[src/rtl/ptm_pkg.sv]
package ptm_pkg;
    localparam int CTL_W = 6;
    localparam int CTL_HALT = 0;
    localparam int CTL_INTV = 1;
    localparam int CTL_DOWN = 2;
    localparam int CTL_MEN  = 3;
    localparam int CTL_CLR  = 4;
    localparam int CTL_SPARE = 5;
    localparam logic [CTL_W-1:0] CTL_RESET_VAL = 6'h21;

    localparam int SB_W    = 6;
    localparam int SB_INTV = 0;
    localparam int SB_OVF  = 4;

    typedef enum logic {
        CS_HALT = 1'b0,
        CS_RUN  = 1'b1
    } run_state_e;
endpackage

[src/rtl/ptm_prescale.sv]
module ptm_prescale #(
    parameter int EXP_W = 4
) (
    input  logic             clk,
    input  logic             rst_n,
    input  logic             run,
    input  logic             restart,
    input  logic             ps_en,
    input  logic [EXP_W-1:0] ps_exp,
    output logic             tick
);
    localparam int PC_W = 1 << EXP_W;

    logic [PC_W-1:0]  pcnt_q;
    logic [PC_W-1:0]  span;
    logic [PC_W-1:0]  mask;
    logic [EXP_W:0]   shamt;
    logic [PC_W-1:0]  one_v;

    // Terminal phase is 2^(N+1)-1; a shift of PC_W gives zero, so mask wraps to all ones.
    always_comb begin
        one_v = '0;
        one_v[0] = 1'b1;
        shamt = {1'b0, ps_exp} + 1'b1;
        span  = one_v << shamt;
        mask  = ps_en ? (span - 1'b1) : '0;
        tick  = run && (pcnt_q >= mask);
    end

    always_ff @(posedge clk or negedge rst_n) begin
        if (!rst_n) begin
            pcnt_q <= '0;
        end else if (restart || tick) begin
            pcnt_q <= '0;
        end else begin
            pcnt_q <= pcnt_q + 1'b1;
        end
    end
endmodule

[src/rtl/ptm_counter.sv]
module ptm_counter
    import ptm_pkg::*;
#(
    parameter int CNT_W = 16
) (
    input  logic             clk,
    input  logic             rst_n,
    input  logic             ctl_wr,
    input  logic [CTL_W-1:0] ctl_wdata,
    input  logic [CNT_W-1:0] interval,
    input  logic             tick,
    output logic             run,
    output logic             clr,
    output logic             step,
    output logic             match_en,
    output logic [CNT_W-1:0] top,
    output logic [CNT_W-1:0] nxt,
    output logic             wrap_intv,
    output logic             wrap_ovf,
    output logic [CNT_W-1:0] count,
    output logic [CTL_W-1:0] ctrl_q
);
    run_state_e       state_q, state_d;
    logic             intv_q, down_q, men_q, spare_q;
    logic [CNT_W-1:0] count_q;
    logic             at_wrap;

    // Run-state register
    always_ff @(posedge clk or negedge rst_n) begin
        if (!rst_n) begin
            state_q <= CS_HALT;
        end else begin
            state_q <= state_d;
        end
    end

    // Transitions: go (HALT->RUN), stop (RUN->HALT)
    always_comb begin
        state_d = state_q;
        unique case (state_q)
            CS_HALT: if (ctl_wr && !ctl_wdata[CTL_HALT]) state_d = CS_RUN;
            CS_RUN:  if (ctl_wr &&  ctl_wdata[CTL_HALT]) state_d = CS_HALT;
        endcase
    end

    // Mode bits of the control register
    always_ff @(posedge clk or negedge rst_n) begin
        if (!rst_n) begin
            intv_q  <= CTL_RESET_VAL[CTL_INTV];
            down_q  <= CTL_RESET_VAL[CTL_DOWN];
            men_q   <= CTL_RESET_VAL[CTL_MEN];
            spare_q <= CTL_RESET_VAL[CTL_SPARE];
        end else if (ctl_wr) begin
            intv_q  <= ctl_wdata[CTL_INTV];
            down_q  <= ctl_wdata[CTL_DOWN];
            men_q   <= ctl_wdata[CTL_MEN];
            spare_q <= ctl_wdata[CTL_SPARE];
        end
    end

    // Output / datapath decode
    always_comb begin
        run      = (state_q == CS_RUN);
        clr      = ctl_wr && ctl_wdata[CTL_CLR];
        step     = tick && !clr;
        match_en = men_q;
        top      = intv_q ? interval : {CNT_W{1'b1}};
        if (down_q) begin
            at_wrap = (count_q == '0);
            nxt     = at_wrap ? top : count_q - 1'b1;
        end else begin
            at_wrap = (count_q >= top);
            nxt     = at_wrap ? '0 : count_q + 1'b1;
        end
        wrap_intv = step && at_wrap && intv_q;
        wrap_ovf  = step && at_wrap && !intv_q;
        count     = count_q;
        ctrl_q    = '0;
        ctrl_q[CTL_HALT]  = (state_q == CS_HALT);
        ctrl_q[CTL_INTV]  = intv_q;
        ctrl_q[CTL_DOWN]  = down_q;
        ctrl_q[CTL_MEN]   = men_q;
        ctrl_q[CTL_SPARE] = spare_q;
    end

    always_ff @(posedge clk or negedge rst_n) begin
        if (!rst_n) begin
            count_q <= '0;
        end else if (clr) begin
            count_q <= '0;
        end else if (step) begin
            count_q <= nxt;
        end
    end
endmodule

[src/rtl/ptm_match.sv]
module ptm_match #(
    parameter int CNT_W = 16,
    parameter int NUM_M = 3
) (
    input  logic                        step,
    input  logic                        en,
    input  logic [CNT_W-1:0]            top,
    input  logic [CNT_W-1:0]            nxt,
    input  logic [NUM_M-1:0][CNT_W-1:0] mvals,
    output logic [NUM_M-1:0]            hit
);
    for (genvar k = 0; k < NUM_M; k++) begin : g_cmp
        // Values beyond the current top are ignored
        assign hit[k] = step && en && (mvals[k] <= top) && (nxt == mvals[k]);
    end
endmodule

[src/rtl/ptm_status.sv]
module ptm_status
    import ptm_pkg::*;
#(
    parameter int NUM_M = 3
) (
    input  logic            clk,
    input  logic            rst_n,
    input  logic            rd,
    input  logic            wrap_intv,
    input  logic            wrap_ovf,
    input  logic [NUM_M-1:0] hit,
    input  logic [SB_W-1:0] irq_en,
    output logic [SB_W-1:0] status,
    output logic            irq
);
    localparam int LIVE_W = SB_W - 1;

    logic [LIVE_W-1:0] flags_q;
    logic [LIVE_W-1:0] set_v;

    always_comb begin
        set_v = '0;
        set_v[SB_INTV]   = wrap_intv;
        set_v[NUM_M:1]   = hit;
        set_v[SB_OVF]    = wrap_ovf;
    end

    // New events win over a simultaneous read-clear
    always_ff @(posedge clk or negedge rst_n) begin
        if (!rst_n) begin
            flags_q <= '0;
        end else begin
            flags_q <= (rd ? '0 : flags_q) | set_v;
        end
    end

    always_comb begin
        status = {1'b0, flags_q};
        irq    = |(status & irq_en);
    end
endmodule

[src/rtl/ptm_channel.sv]
module ptm_channel
    import ptm_pkg::*;
#(
    parameter int CNT_W = 16,
    parameter int EXP_W = 4,
    parameter int NUM_M = 3
) (
    input  logic                        clk,
    input  logic                        rst_n,
    input  logic [EXP_W:0]              clk_ctrl,
    input  logic                        ctl_wr,
    input  logic [CTL_W-1:0]            ctl_wdata,
    input  logic [CNT_W-1:0]            interval,
    input  logic [NUM_M-1:0][CNT_W-1:0] match_val,
    input  logic [SB_W-1:0]             irq_en,
    input  logic                        status_rd,
    output logic [CNT_W-1:0]            count,
    output logic [CTL_W-1:0]            ctrl_q,
    output logic [SB_W-1:0]             status,
    output logic                        irq
);
    logic             run, clr, step, tick, match_en, wrap_intv, wrap_ovf;
    logic [CNT_W-1:0] top, nxt;
    logic [NUM_M-1:0] hit;

    ptm_prescale #(.EXP_W(EXP_W)) u_ps (
        .clk     (clk),
        .rst_n   (rst_n),
        .run     (run),
        .restart (clr || !run),
        .ps_en   (clk_ctrl[0]),
        .ps_exp  (clk_ctrl[EXP_W:1]),
        .tick    (tick)
    );

    ptm_counter #(.CNT_W(CNT_W)) u_cnt (
        .clk       (clk),
        .rst_n     (rst_n),
        .ctl_wr    (ctl_wr),
        .ctl_wdata (ctl_wdata),
        .interval  (interval),
        .tick      (tick),
        .run       (run),
        .clr       (clr),
        .step      (step),
        .match_en  (match_en),
        .top       (top),
        .nxt       (nxt),
        .wrap_intv (wrap_intv),
        .wrap_ovf  (wrap_ovf),
        .count     (count),
        .ctrl_q    (ctrl_q)
    );

    ptm_match #(.CNT_W(CNT_W), .NUM_M(NUM_M)) u_match (
        .step  (step),
        .en    (match_en),
        .top   (top),
        .nxt   (nxt),
        .mvals (match_val),
        .hit   (hit)
    );

    ptm_status #(.NUM_M(NUM_M)) u_stat (
        .clk       (clk),
        .rst_n     (rst_n),
        .rd        (status_rd),
        .wrap_intv (wrap_intv),
        .wrap_ovf  (wrap_ovf),
        .hit       (hit),
        .irq_en    (irq_en),
        .status    (status),
        .irq       (irq)
    );
endmodule

[config.mk]
export PLATFORM = sky130hd
export DESIGN_NAME = ptm_channel
export DESIGN_NICKNAME = d
export VERILOG_FILES = /design/src/rtl/ptm_pkg.sv /design/src/rtl/ptm_prescale.sv /design/src/rtl/ptm_counter.sv /design/src/rtl/ptm_match.sv /design/src/rtl/ptm_status.sv /design/src/rtl/ptm_channel.sv
export SDC_FILE = /design/constraint.sdc
export NUM_CORES = 1
export LEC_CHECK = 0
export BUFFER_PORTS_ARGS = -buffer_cell sky130_fd_sc_hd__buf_4
export CAP_MARGIN = 30
export CORE_MARGIN = 3
export CORE_UTILIZATION = 30
export CTS_CLUSTER_DIAMETER = 120
export DETAILED_ROUTE_END_ITERATION = 16
export SYNTH_ARGS = -nofsm -noshare
export SYNTH_HDL_FRONTEND = slang
export SYNTH_SLANG_ARGS = --single-unit
export TNS_END_PERCENT = 1
[constraint.sdc]
create_clock -name clk -period 10.1 [get_ports clk]
set_clock_uncertainty 0.2 [all_clocks]
set_input_delay 0.505 -clock clk [delete_from_list [all_inputs] [get_ports clk]]
set_output_delay 0.505 -clock clk [all_outputs]
set_load 0.01 [all_outputs]
* Word level (Yosys, flattened, before mapping)
Cells that the tools add are included.
** Word-level totals
- Register bits :: 42
- Word-level logic and storage cells :: 62
- Output and inout bits :: 29
- Bits of input ports :: 85
** Operators by class
- Order comparisons :: 5
- Add/sub/neg operators :: 5
- Shifts and indexed selects :: 1
- Reduce and logical (&&, ||, !) cells :: 24
- Multiplexer cells :: 13
- Bitwise gates (word level) :: 3
- Equal/unequal tests :: 3
** Operators by type and width (number)
- 16-bit two-way mux :: 8
- 16-bit == test :: 3
- 16-bit <= comparator :: 3
- 16-bit by 1-bit adder with 16-bit output, second input constant :: 2
- 16-bit >= comparator :: 2
- 16-bit by 1-bit subtractor with 16-bit output, second input constant :: 2
- 16-bit zero test :: 1
- 1-bit by 5-bit << shifter with 16-bit output, first input constant :: 1
- 1-bit logical AND :: 15
- 5-bit by 6-bit bitwise AND with 6-bit output :: 1
- 6-bit OR reduction :: 1
- 4-bit by 1-bit adder with 5-bit output, second input constant :: 1
- 5-bit two-way mux :: 1
- 5-bit bitwise OR :: 1
- 1-bit zero test :: 4
- 1-bit two-way mux :: 3
- 1-bit logical OR :: 2
- 1-bit case mux with 2 select lines :: 1
- 2-bit nonzero test :: 1
- 1-bit NOT :: 1

* Logic depth before layout (Yosys ltp)
Gate-level depths: netlist (run 1).
- Word-level depth :: 11
- Depth in mapped cells :: 19
- Gate-level depth less buffers :: 17

* Modules after synthesis
A second synthesis (run 1) with hierarchy kept.
** Second synthesis, totals
- Cells, all modules :: 744
- Area, all modules :: 5948.2 um^2
** By module, submodules not included
- ptm_counter :: area each 2748.9 um^2, seq. area each 526.8 um^2, cells an instance 362, instances 1
- ptm_match :: area each 1621.6 um^2, seq. area each 0.0 um^2, cells an instance 202, instances 1
- ptm_prescale :: area each 1372.6 um^2, seq. area each 400.4 um^2, cells an instance 163, instances 1
- ptm_status :: area each 198.9 um^2, seq. area each 125.1 um^2, cells an instance 16, instances 1
- ptm_channel :: area each 6.3 um^2, seq. area each 0.0 um^2, cells an instance 1, instances 1

* Least setup slack after synthesis (run 1)
OpenSTA, ideal clock, no wires.
- Kind :: input -> register
- Start point :: in clk_ctrl[2]
- End point :: reg u_ps.pcnt_q[10]
- Path buffers :: 2
- Slack :: 6110 ps
- Required time :: 9828 ps
- Setup time :: 72 ps
- Cell stages on the path :: 18
- Data arrival time :: 3718 ps
- Path through :: clkbuf_1 > nor3_1 > nand2b_1 > ha_1 > nor3b_1 > a21oi_1 > o21ai_0 > nand2_1 > ha_1 > a21o_1 > a21oi_1 > nand2_1 > a211oi_1 > nor2_1 > a21oi_1 > nand2_1 > clkbuf_1 > nor2_1
** On the way
- Cells in the longest elaborated chain, start to end :: 8
** Ends and longest elaborated chain
- start, declared :: line ptm_channel.sv:10 : input logic [EXP_W:0] clk_ctrl,
- 4-bit by 1-bit adder with 5-bit output :: line ptm_prescale.sv:24 : shamt = {1'b0, ps_exp} + 1'b1;
- 1-bit by 5-bit << shifter with 16-bit output :: line ptm_prescale.sv:25 : span = one_v << shamt;
- 16-bit by 1-bit subtractor with 16-bit output :: line ptm_prescale.sv:26 : mask = ps_en ? (span - 1'b1) : '0;
- 16-bit two-way mux :: line ptm_prescale.sv:26
- 16-bit >= comparator :: line ptm_prescale.sv:27 : tick = run && (pcnt_q >= mask);
- 1-bit logical AND :: line ptm_prescale.sv:27
- 1-bit logical OR :: line ptm_prescale.sv:33 : end else if (restart || tick) begin
- 16-bit two-way mux :: line ptm_prescale.sv:33
- end signal, assigned :: line ptm_prescale.sv:36 : pcnt_q <= pcnt_q + 1'b1;
- end, declared :: line ptm_prescale.sv:14 : logic [PC_W-1:0] pcnt_q;
No other way between the ends.
A chain may end at the register's enable or synchronous reset.

* Worst setup path after layout (run 1)
- Start point :: reg u_cnt.intv_q
- End point :: reg u_stat.flags_q[1]
** On the way
- Cells in the longest elaborated chain, start to end :: 7
- Elaborated cells on any way between the ends :: 10
- Classes of those cells :: 2 x order compare; 1 x eq/ne; 4 x mux; 1 x bitwise; 2 x reduce/logical
** Ends and longest elaborated chain
- start, declared :: line ptm_counter.sv:24 : logic intv_q, down_q, men_q, spare_q;
- start signal, assigned :: line ptm_counter.sv:49 : intv_q <= CTL_RESET_VAL[CTL_INTV];
- start signal, assigned :: line ptm_counter.sv:54 : intv_q <= ctl_wdata[CTL_INTV];
- 16-bit two-way mux * :: line ptm_counter.sv:67 : top = intv_q ? interval : {CNT_W{1'b1}};
- 16-bit >= comparator :: line ptm_counter.sv:72 : at_wrap = (count_q >= top);
- 16-bit two-way mux :: line ptm_counter.sv:73 : nxt = at_wrap ? '0 : count_q + 1'b1;
- 16-bit two-way mux :: line ptm_counter.sv:68 : if (down_q) begin
- 16-bit == test :: line ptm_match.sv:14 : assign hit[k] = step && en && (mvals[k] <= top) && (nxt == mvals[k]);
- 1-bit logical AND * :: line ptm_match.sv:14
- 5-bit bitwise OR * :: line ptm_status.sv:33 : flags_q <= (rd ? '0 : flags_q) | set_v;
- end signal, assigned :: line ptm_status.sv:33
- end, declared :: line ptm_status.sv:18 : logic [LIVE_W-1:0] flags_q;
Every way passes the cells marked *; elsewhere a longest branch is shown, timed or not.

==> impl_results.md, run 1 <==
* Hold violation count in the final report at 6
* Max-slew violations at 0
* Mapped cell area at approximately 5500 um2
* Synth unique cells at between 60 and 70
* Data required time of the worst path at between 10 and 15 ns
* Most frequent cell after synthesis: ha_1
* Share of cells above drive strength 1 at a little under a fifth
* Primary FF master, synth: dfrtp_1
* First-pass GRT wire length at 28900 um
* Fin nets at roughly 930
* Die width at ~140 um
* Measured slew at the worst slew-check pin at about 0.94 ns
* Die height at around 140 um
* Longest Clk Path Bufs at 2
* Clk root buf: clkbuf_16
* Arrival time of the worst setup path at 5.49 ns
* RR Endpoint: u_stat.flags_q[1]$_DFF_PN0_
* H-tree level count at 2
* Worst Setup EP: u_stat.flags_q[1]$_DFF_PN0_
* Synthesis Warnings at 0
* Number of CTS-inserted buffers at 5
* Initial antenna violation count at 0
* Post-Route WL at roughly 19000 um
* Post-Layout Cell Count at 989
* Cell count after synthesis at between 600 and 700
* Worst hold slack at -0.0167 ns
* #FFs+latches synth at 42
* Die area at approximately 20000 um2
* Fin Setup TNS at 0 ns
* Setup crit start: u_cnt.intv_q$_DFFE_PN0P_
* CP Capture Type: flip-flop
* Initial core utilization at a little under a third
* Post-route DRC at 0
* DR iter-0 viols at 486
* Placed Area at between 6000 and 7000 um2
* Worst reg2reg path depth at 13
* CTS tree: done
* Avg WL per Cell at a little under 20 um
* Post-Place Cells at around 980
* Crit path kind: reg2reg
* Port Buffer Count at 110
* RSZ-0062 raised after global routing: false
* Post-synthesis sequential area ratio at between 10% and 20%
* Post-CTS setup buffers at 0
* Failing checks: hold timing
* Crit path max fanout at 21
* Worst Setup Start Kind: flip-flop
* IO Count at ~110
* Status: finished with violations
* Leakage power total at 3.09 nW
* Largest net degree at the start of global routing at 43
* R2R setup slack at between 4 and 5 ns
* Gpl congestion at roughly 0.93
* Detail Route Antenna Nets at 0
* Drt pass-1 iters at 5
* GRT Util Overall at roughly 19%
* Clk sinks at 42
* Mux contribution to synthesized area at less than 1%
* Clk_lat worst skew at 0.30 ns
* Max Cap Violations at 0
* Synth-to-Final Area Change at 20.2%
* Post-layout util at 37.4%
* Via density at 5.55
* Detail Placement HPWL at between 15000 and 20000 um
* Area of the multi-input gates at slightly above 4000 um2
* Fin crit share at 54.3%
* Worst hold path class: in2async
* Synth top area share at between 10% and 20%
* Top cells by count, synth: 84 x ha_1, 64 x nor2_1, 62 x nand2_1
* Top cells by area, synth: ha_1 19%, dfrtp_1 19%, xor2_1 5.6%
* Via count at approximately 5500
* Core Area at between 15000 and 20000 um2
* Syn_area_per_cell at around 8.1 um2
* Final instance area at ~6600 um2
* Worst R2R Start: u_cnt.intv_q$_DFFE_PN0P_
* Number of core rows at 48
* Post-synthesis xor/xnor area fraction at roughly a tenth
* Adder-Cell Fraction of Synth Area at 19.2%
* Post-CTS Hold Buffers at 0
* Fin crit period at 5.48 ns
* Pwr Density at just over 100 nW/um2
* FFs w/ async S/R, synth at 100%
* Register Area at between 1000 and 1500 um2
* Number of fill cells at between 1500 and 2000
* Final setup fails at 0
* Worst-path clk slew at roughly 0.070 ns
* Fmax at roughly 180 MHz
* Remaining global-route overflow at 0
* Largest family of logic cells by synthesized area: simple AND/OR/NAND/NOR gates
* Worst rel slew slack at 37.1%
* Post-Synth Simple-Gate Area at a little under a quarter
* Post-synth EDFFs at 0
* Synth area leader: ha_1
* Peak supply drop at ~0.000055 V
* Antenna Cells at 0
* Vias in the first global route at roughly 5200
* Post-synthesis compound-gate area fraction at about 22%
* Post-cts gate resize count at 0
-- cell type report --
type	count	share of cell area (%)
Sequential cell	42	16.0
Multi-Input combinational cell	577	63.1
Tap cell	225	4.28
Clock inverter	3	0.380
Clock buffer	5	1.90
Timing Repair Buffer	114	13.0
Inverter	23	1.31
-- through the flow --
step | power, W | worst slack, ns
4_1_cts | 0.000682 | 4.63
2_1_floorplan | 0.000393 | 6.11
3_3_place_gp | 0.000507 | 4.62
3_5_place_dp | 0.000507 | 4.66
5_1_grt | 0.000721 | 4.35
6_report | 0.000678 | 4.62
-- where the power goes --
group	internal, W	total (W)	switching [W]
sequential	0.000174	0.000187	0.0000131
combinational	0.000129	0.000320	0.000192
clock	0.0000931	0.000171	0.0000775
total	0.000396	0.000678	0.000282
-- placed cells by master (no fill, tap or decap), types with 5 or more instances in the layout --
cell type    n
ha_1        84
nor2b_1      9
nor4_1      10
buf_4      114
dfrtp_1     41
clkbuf_16    5
inv_1       22
nand3b_1     5
nand4_1     22
nand2b_1     5
nor2_1      64
o211ai_1     5
nand3_1     24
nor3_1      19
o21ai_0     31
xor2_1      35
xnor2_1     31
nand2_1     62
a22o_1      10
and4_1       7
and3_1       9
a21oi_1     31
o21a_1       7
a21o_1      15
o22ai_1     16
-- worst max-delay path, stage by stage (launching register included) --
cell and delay, ns:
dfrtp_1 0.47, clkinv_1 0.60, nor2_1 0.62, ha_1 0.34
nor2b_1 0.14, o211a_1 0.20, o311ai_0 0.43, nand4_1 0.48
buf_4 0.39, o22ai_1 0.51, xor2_1 0.14, nor4_1 0.34
nand4_1 0.22, o32ai_1 0.30
-- kinds of logic after synthesis --
kind of cell             Yosys count
AO/OA/AOI/OAI                    170
XOR/XNOR                          66
adder cells (fa/ha/maj)           84
buffers and inverters             60
flip-flops                        42
multiplexers                       4
other                              2
AND/OR/NAND/NOR                  250
-- metal layers --
layer	global-route usage, %	wire length, um	share of wire, %	vias up
met3	3.22	1440	7.6	21
met2	29.2	8520	45	211
met1	25.8	8580	45	2580
met4	5.61	446	2.3	0
li1	-	-	-	2675
met5	0	0	0	-
-- registers in the layout (all words and copies together), names as in the netlist, named ones only --
signal / cells
u_ps.pcnt_q: 16
u_cnt.match_en: 1
u_cnt.count: 16
u_cnt.intv_q: 1
u_cnt.down_q: 1
u_cnt.spare_q: 1
u_stat.flags_q: 5
-- worst min path at each step --
stage	startpoint	endpoint	slack, ns	cells past startpoint
4_1_cts	rst_n	u_cnt.count[12]$_DFFE_PN0P_	0.03	1
5_1_grt	rst_n	u_cnt.count[12]$_DFFE_PN0P_	0.04	1
2_1_floorplan	rst_n	async pin	0.009	0
3_3_place_gp	u_ps.pcnt_q[0]$_DFF_PN0_	u_ps.pcnt_q[0]$_DFF_PN0_	0.31	1
6_report	rst_n	u_cnt.count[12]$_DFFE_PN0P_	-0.02	1
3_5_place_dp	u_ps.pcnt_q[0]$_DFF_PN0_	u_ps.pcnt_q[0]$_DFF_PN0_	0.32	1
Note: power is estimated with default switching activity, not from simulation.
==> run 2, diff against run 1 <==
clock period = 4.7 ns   (was 10.1 ns; I/O delays follow)
==> run 2 against run 1 <==
Against the previous run:
- the run now ends clean
- global-route usage rose by 0.88 points
- sequential power rose by 110%
- fmax rose by 21%
- hold slack improved by 0.045 ns
- design area rose by 3.9%
- power rose by 130%
- count of clock-buffer cells in the layout rose by 1
- flip-flop and latch count did not move
- final cell count rose by 3.0%
- sequential share of layout area fell by 0.61 points
- first-iteration DRC count fell by 9.5%
- core utilization rose by 1.5 points
==> impl_results.md, run 2 (same netlist as run 1, synthesis figures left out) <==
* Status: finished, final reports clean
* Crit path kind: reg2reg
* Post-Route WL at 19700 um (+3.9%)
* Largest net degree at the start of global routing at 43 (unchanged)
* WP buf/inv at 5 (+3)
* Fin Setup TNS at 0 ns (unchanged)
* Fin crit period at 4.52 ns (-0.962 ns)
* Hold violation count in the final report at 0 (-6)
* Gate power share at 47.5% (+0.3 points)
* Worst-path clk slew at 0.06 ns (about the same)
* P_int at 0.000934 W (+140%)
* Port Buffer Count at 110 (unchanged)
* Fin crit share at 96.2% (+42 points)
* Measured slew at the worst slew-check pin at 0.867 ns (-0.0718 ns)
* Switching share of power at 39.3% (-2.3 points)
* CP top delay family: compound AO/OA/AOI/OAI gates
* Area of the multi-input gates at 4160 um2 (unchanged)
* Clk root buf: clkbuf_16
* Critical Path, Cell by Cell: clkinv_1, nor2_1, buf_4, ha_1, and4_1, a2111oi_0, nand4_1, buf_4, buf_4, o21ai_1, inv_1, a222oi_1, nand4_1, o32ai_1
* Worst Setup Start Kind: flip-flop
* Die width at 141 um (unchanged)
* Clk sinks at 42 (unchanged)
* Crit-path slowest cell: a2111oi_0
* Most frequent cells in the layout: 137 x buf_4, 84 x ha_1, 64 x nor2_1
* Fin nets at 962 (+3.2%)
* RSZ-0062 raised after global routing: false
* CTS tree: done
* Longest Clk Path Bufs at 2 (unchanged)
* Synth-to-Final Area Change at 25.0%
* Register Area at 1050 um2 (unchanged)
* Number of core rows at 48 (unchanged)
* Via density at 5.54 (-0.15%)
* Data required time of the worst path at 4.69 ns (-5.41 ns)
* First-pass GRT wire length at 30100 um (+4.1%)
* IO Count at 114 (unchanged)
* Worst hold path class: in2reg
* Arrival time of the worst setup path at 4.51 ns (-0.98 ns)
* Final setup fails at 0 (unchanged)
* H-tree level count at 2 (unchanged)
* Post-route DRC at 0 (unchanged)
* Remaining global-route overflow at 0 (unchanged)
* Via count at 5645 (+2.9%)
* Seq pwr share at 26.1% (-1.5 points)
* Core Area at 17600 um2 (unchanged)
* Share of cells above drive strength 1 at 20.5% (+2.1 points)
* Clk_lat worst skew at 0.30 ns (about the same)
* Die area at 19900 um2 (unchanged)
* Drt pass-1 iters at 6 (+1)
* Detail Placement HPWL at 15800 um (+2.4%)
* Worst rel slew slack at 42.0% (+4.9 points)
* Crit path max fanout at 22 (+4.8%)
* Gpl congestion at 0.958 (+2.6%)
* Detail Route Antenna Nets at 0 (unchanged)
* Initial antenna violation count at 0 (unchanged)
* Initial core utilization at 31.1% (unchanged)
* Die height at 141 um (unchanged)
* Peak supply drop at 0.000140 V (+150%)
* DR iter-0 viols at 440 (-9.5%)
* GRT Util Overall at 19.4% (+0.88 points)
* Most frequent CP cell: buf_4
* Max Cap Violations at 0 (unchanged)
* Fmax at 221 MHz (+21%)
* Leakage power total at 3.24 nW (+4.9%)
* Clk pwr share at 26.4% (+1.3 points)
* Pwr Density at 225 nW/um2 (+120%)
* Antenna Cells at 0 (unchanged)
* Commonest non-fill, non-tap cell in the layout: buf_4
* Final instance area at 6840 um2 (+3.9%)
* Number of CTS-inserted buffers at 5 (unchanged)
* Crit path largest cell delay at 0.73 ns (+0.11 ns)
* R2R setup slack at 0.18 ns (-4.44 ns)
* Number of fill cells at 1809 (-3.6%)
* Avg WL per Cell at 19.4 um (+0.80%)
* Vias in the first global route at 5359 (+3.8%)
* CP Capture Type: flip-flop
* Sw Pwr at 0.000606 W (+110%)
* Max-slew violations at 0 (unchanged)
* Placed Area at 6610 um2 (+2.7%)
-- run 2: cell count changes in the layout (fill, tap and decap cells not counted) --
cell | before | now
o21ai_1 | 2 | 3
buf_4 | 114 | 137
clkinv_4 | 1 | 0
bufinv_16 | 0 | 1
clkbuf_1 | 0 | 1
dlygate4sd3_1 | 0 | 7
inv_6 | 1 | 0
o21ai_0 | 31 | 30
-- run 2: final timing paths --
kind / startpoint / to / cells after the start
max: u_cnt.intv_q$_DFFE_PN0P_ / u_stat.flags_q[2]$_DFF_PN0_ / 14
min in group asynchronous: rst_n / u_cnt.count[15]$_DFFE_PN0P_ / 2
min reg2reg: u_ps.pcnt_q[0]$_DFF_PN0_ / u_ps.pcnt_q[0]$_DFF_PN0_ / 1
max in group asynchronous: rst_n / u_cnt.count[0]$_DFFE_PN0P_ / 2
min: ctl_wr / flip-flop / 2
max reg2reg: u_cnt.intv_q$_DFFE_PN0P_ / u_stat.flags_q[2]$_DFF_PN0_ / 14
-- run 2: power by group through the flow --
stage / clock (W) / combinational [W] / sequential [W]
2_1_floorplan: 0 / 0.000449 / 0.000395
3_3_place_gp: 0 / 0.000714 / 0.000409
3_5_place_dp: 0 / 0.000718 / 0.000408
4_1_cts: 0.000419 / 0.000725 / 0.000401
5_1_grt: 0.000433 / 0.000798 / 0.000404
6_report: 0.000406 / 0.000732 / 0.000402
-- run 2: final cells by class --
cell class,count,share of cell area (%)
clock buffer,6,1.88
clock inverter,2,0.549
inverter,23,1.26
multi-input combinational,577,60.8
sequential,42,15.4
tap,225,4.11
timing repair buffer,144,16.1
-- run 2: per-layer routing --
| layer | share of wire, % | wire, um | vias up | GRT usage (%) |
|---|---|---|---|---|
| met4 | 2.7 | 537 | 0 | 6.43 |
| met3 | 9.2 | 1820 | 32 | 4.24 |
| li1 | - | - | 2736 | - |
| met1 | 45 | 8830 | 2615 | 26.8 |
| met2 | 43 | 8530 | 262 | 29.9 |
| met5 | 0 | 0 | - | 0 |
-- run 2: timing repair --
action | 4_1_cts | 5_1_grt
endpoints found under the setup margin | 0 | 1
gates resized for setup | 0 | 1
endpoints found under the hold margin | 51 | 0
hold buffers | 7 | 0
setup buffers | 0 | 0
-- run 2: per-stage QoR --
stage,cells,total power [W],setup slack (ns),hold WS [ns],util (%)
global route,1019,0.00164,0.00316,0.0576,38.9
detailed placement,1004,0.00113,0.268,0.0856,37.5
floorplan,679,0.000844,0.980,-0.261,-
finish,1019,0.00154,0.178,0.0285,38.9
global placement,1004,0.00112,0.258,0.0777,37.5
CTS,1019,0.00155,0.230,0.0310,38.9
==> run 3, diff against run 2 <==
CORE_UTILIZATION = 40   (was 30)
MAX_ROUTING_LAYER = met4   (was unset)
clock period = 5.81 ns   (was 4.7 ns; I/O delays follow)
==> run 3 against run 2 <==
Against the previous run:
- via count rose by 2.3%
- final cell count fell by 6.6%
- die area fell by 24%
- non-clock buffer count fell by 18
- clock power fell by 26%
- setup slack improved by 0.62 ns
- hold slack got worse by 0.016 ns
- critical path type unchanged
- largest cell class unchanged
- highest routed layer unchanged
==> impl_results.md, run 3 (same netlist as run 1, synthesis figures left out) <==
* Arrival time of the worst setup path at 5.02 ns (+0.51 ns)
* Via count at 5774 (+2.3%)
* Fin Setup TNS at 0 ns (unchanged)
* Remaining global-route overflow at 0 (unchanged)
* Max Cap Violations at 0 (unchanged)
* RSZ-0062 raised after global routing: false
* Max-slew violations at 0 (unchanged)
* Via density at 6.07 (+9.5%)
* CTS tree: done
* Worst rel slew slack at 34.4% (-7.6 points)
* DR iter-0 viols at 588 (+34%)
* Crit-path slowest cell: or4_1
* GRT Util Overall at 27.1% (+7.7 points)
* Detail Route Antenna Nets at 0 (unchanged)
* Status: finished, final reports clean
* Clk root buf: clkbuf_16
* CP Capture Type: flip-flop
* Fin crit period at 5.01 ns (+0.486 ns)
* Number of fill cells at 1313 (-27%)
* Crit path kind: reg2reg
* Die width at 123 um (-13%)
* Longest Clk Path Bufs at 2 (unchanged)
* Port Buffer Count at 110 (unchanged)
* Worst hold path class: in2reg
* Post-route DRC at 0 (unchanged)
* Peak supply drop at 0.000107 V (-24%)
* Most frequent cells in the layout: 124 x buf_4, 84 x ha_1, 64 x nor2_1
* Die height at 123 um (-13%)
* Placed Area at 6450 um2 (-2.4%)
* IO Count at 114 (unchanged)
* Core Area at 13300 um2 (-24%)
* Crit path max fanout at 23 (+4.5%)
* Largest net degree at the start of global routing at 43 (unchanged)
* WHS Path Cells at 3 (+1)
* Post-Route WL at 19700 um (-0.15%)
* Synth-to-Final Area Change at 20.8%
* Leakage power total at 3.15 nW (-2.8%)
* First-pass GRT wire length at 30400 um (+0.92%)
* Number of core rows at 42 (-13%)
* RR Endpoint: u_stat.flags_q[3]$_DFF_PN0_
* Gpl congestion at 1.01 (+5.2%)
* DP Worst Slack at 0.876 ns (+0.608 ns)
* Vias in the first global route at 5550 (+3.6%)
* Fin crit share at 86.2% (-10 points)
* Initial antenna violation count at 0 (unchanged)
* Detail Placement HPWL at 15900 um (+0.79%)
* Data required time of the worst path at 5.82 ns (+1.13 ns)
* Share of cells above drive strength 1 at 19.5% (-1.1 points)
* Final instance area at 6620 um2 (-3.3%)
* R2R setup slack at 0.80 ns (+0.62 ns)
* H-tree level count at 2 (unchanged)
* Post-CTS Hold Buffers at 2 (-5)
* Commonest non-fill, non-tap cell in the layout: buf_4
* Critical Path, Cell by Cell: clkinv_1, nor2_1, ha_1, nor2b_1, o211a_1, o311ai_0, nand4_1, buf_4, o21a_4, a211oi_2, o211ai_1, or4_1, o32ai_2
* Clk_lat worst skew at 0.30 ns (about the same)
* Die area at 15100 um2 (-24%)
* Fin worst setup slack at 0.802 ns (+0.624 ns)
* Initial core utilization at 41.2% (+10 points)
* Crit path largest cell delay at 0.58 ns (-0.15 ns)
* Number of CTS-inserted buffers at 5 (unchanged)
* Fin nets at 944 (-1.9%)
* Hold endpoint: u_cnt.down_q$_DFFE_PN0P_
* Worst R2R Start: u_cnt.intv_q$_DFFE_PN0P_
* Worst-path clk slew at 0.07 ns (about the same)
* Final Power at 0.00120 W (-22%)
* Worst Setup Start Kind: flip-flop
* Hold violation count in the final report at 0 (unchanged)
* Worst reg2reg path depth at 13 (-1)
* Hold Startpoint: ctl_wdata[2]
* Fmax at 200 MHz (-9.7%)
* Pwr Density at 181 nW/um2 (-20%)
* Post-layout util at 49.8% (+11 points)
* Avg WL per Cell at 20.7 um (+6.9%)
* Drt pass-1 iters at 5 (-1)
* Post-cts gate resize count at 0 (unchanged)
* Antenna Cells at 0 (unchanged)
* Post-CTS setup buffers at 0 (unchanged)
* Final setup fails at 0 (unchanged)
* Clk sinks at 42 (unchanged)
* Measured slew at the worst slew-check pin at 0.979 ns (+0.113 ns)
-- run 3: changes by cell type in the layout (fill, tap and decap cells not counted), sizes merged --
cell	delta
bufinv	-1
inv	+1
dlygate4sd3	-5
clkinv	+1
buf	-13
clkbuf	-1
-- run 3: through the flow --
stage | instances | hold WS, ns
2_1_floorplan | 679 | -0.205
3_3_place_gp | 942 | 0.138
3_5_place_dp | 942 | 0.140
4_1_cts | 952 | 0.00562
5_1_grt | 952 | 0.0155
6_report | 952 | 0.0125
-- run 3: per-layer routing --
layer	GRT usage, %	vias to the layer above	share of wire (%)
li1	-	2705	-
met1	36.5	2750	45
met2	40.1	277	43
met3	6.31	42	8.3
met4	9.34	0	3.2
met5	-	-	0
-- run 3: worst max path at each step --
stage | start | to
after floorplan | clk_ctrl[2] | u_ps.pcnt_q[10]$_DFF_PN0_
after global placement | u_cnt.intv_q$_DFFE_PN0P_ | u_stat.flags_q[3]$_DFF_PN0_
after detailed placement | u_cnt.intv_q$_DFFE_PN0P_ | u_stat.flags_q[3]$_DFF_PN0_
after CTS | u_cnt.intv_q$_DFFE_PN0P_ | u_stat.flags_q[3]$_DFF_PN0_
after global routing | u_cnt.intv_q$_DFFE_PN0P_ | u_stat.flags_q[3]$_DFF_PN0_
final | u_cnt.intv_q$_DFFE_PN0P_ | u_stat.flags_q[3]$_DFF_PN0_
-- run 3: area by class of cell --
class | count | area (um2) | area share (%)
Clock buffer | 5 | 125 | 1.89
Inverter | 23 | 86.3 | 1.30
Multi-Input combinational cell | 577 | 4160 | 62.8
Clock inverter | 3 | 25.0 | 0.378
Timing Repair Buffer | 126 | 951 | 14.4
Sequential cell | 42 | 1050 | 15.9
Tap cell | 176 | 220 | 3.33
-- run 3: power by group --
part | leakage [nW] | internal [W] | switching, W | total [W]
clock | 0.0704 | 0.000162 | 0.000139 | 0.000300
combinational | 2.50 | 0.000234 | 0.000335 | 0.000569
sequential | 0.572 | 0.000303 | 0.0000244 | 0.000327
total | 3.15 | 0.000699 | 0.000498 | 0.00120
-- run 3: critical path: cells and delay by family (launching register included) --
kind / cells / cell delay (ns)
flip-flops: 1 / 0.49
buffers and inverters: 2 / 0.75
adder cells (fa/ha/maj): 1 / 0.33
AND/OR/NAND/NOR: 4 / 1.61
AO/OA/AOI/OAI: 6 / 1.53
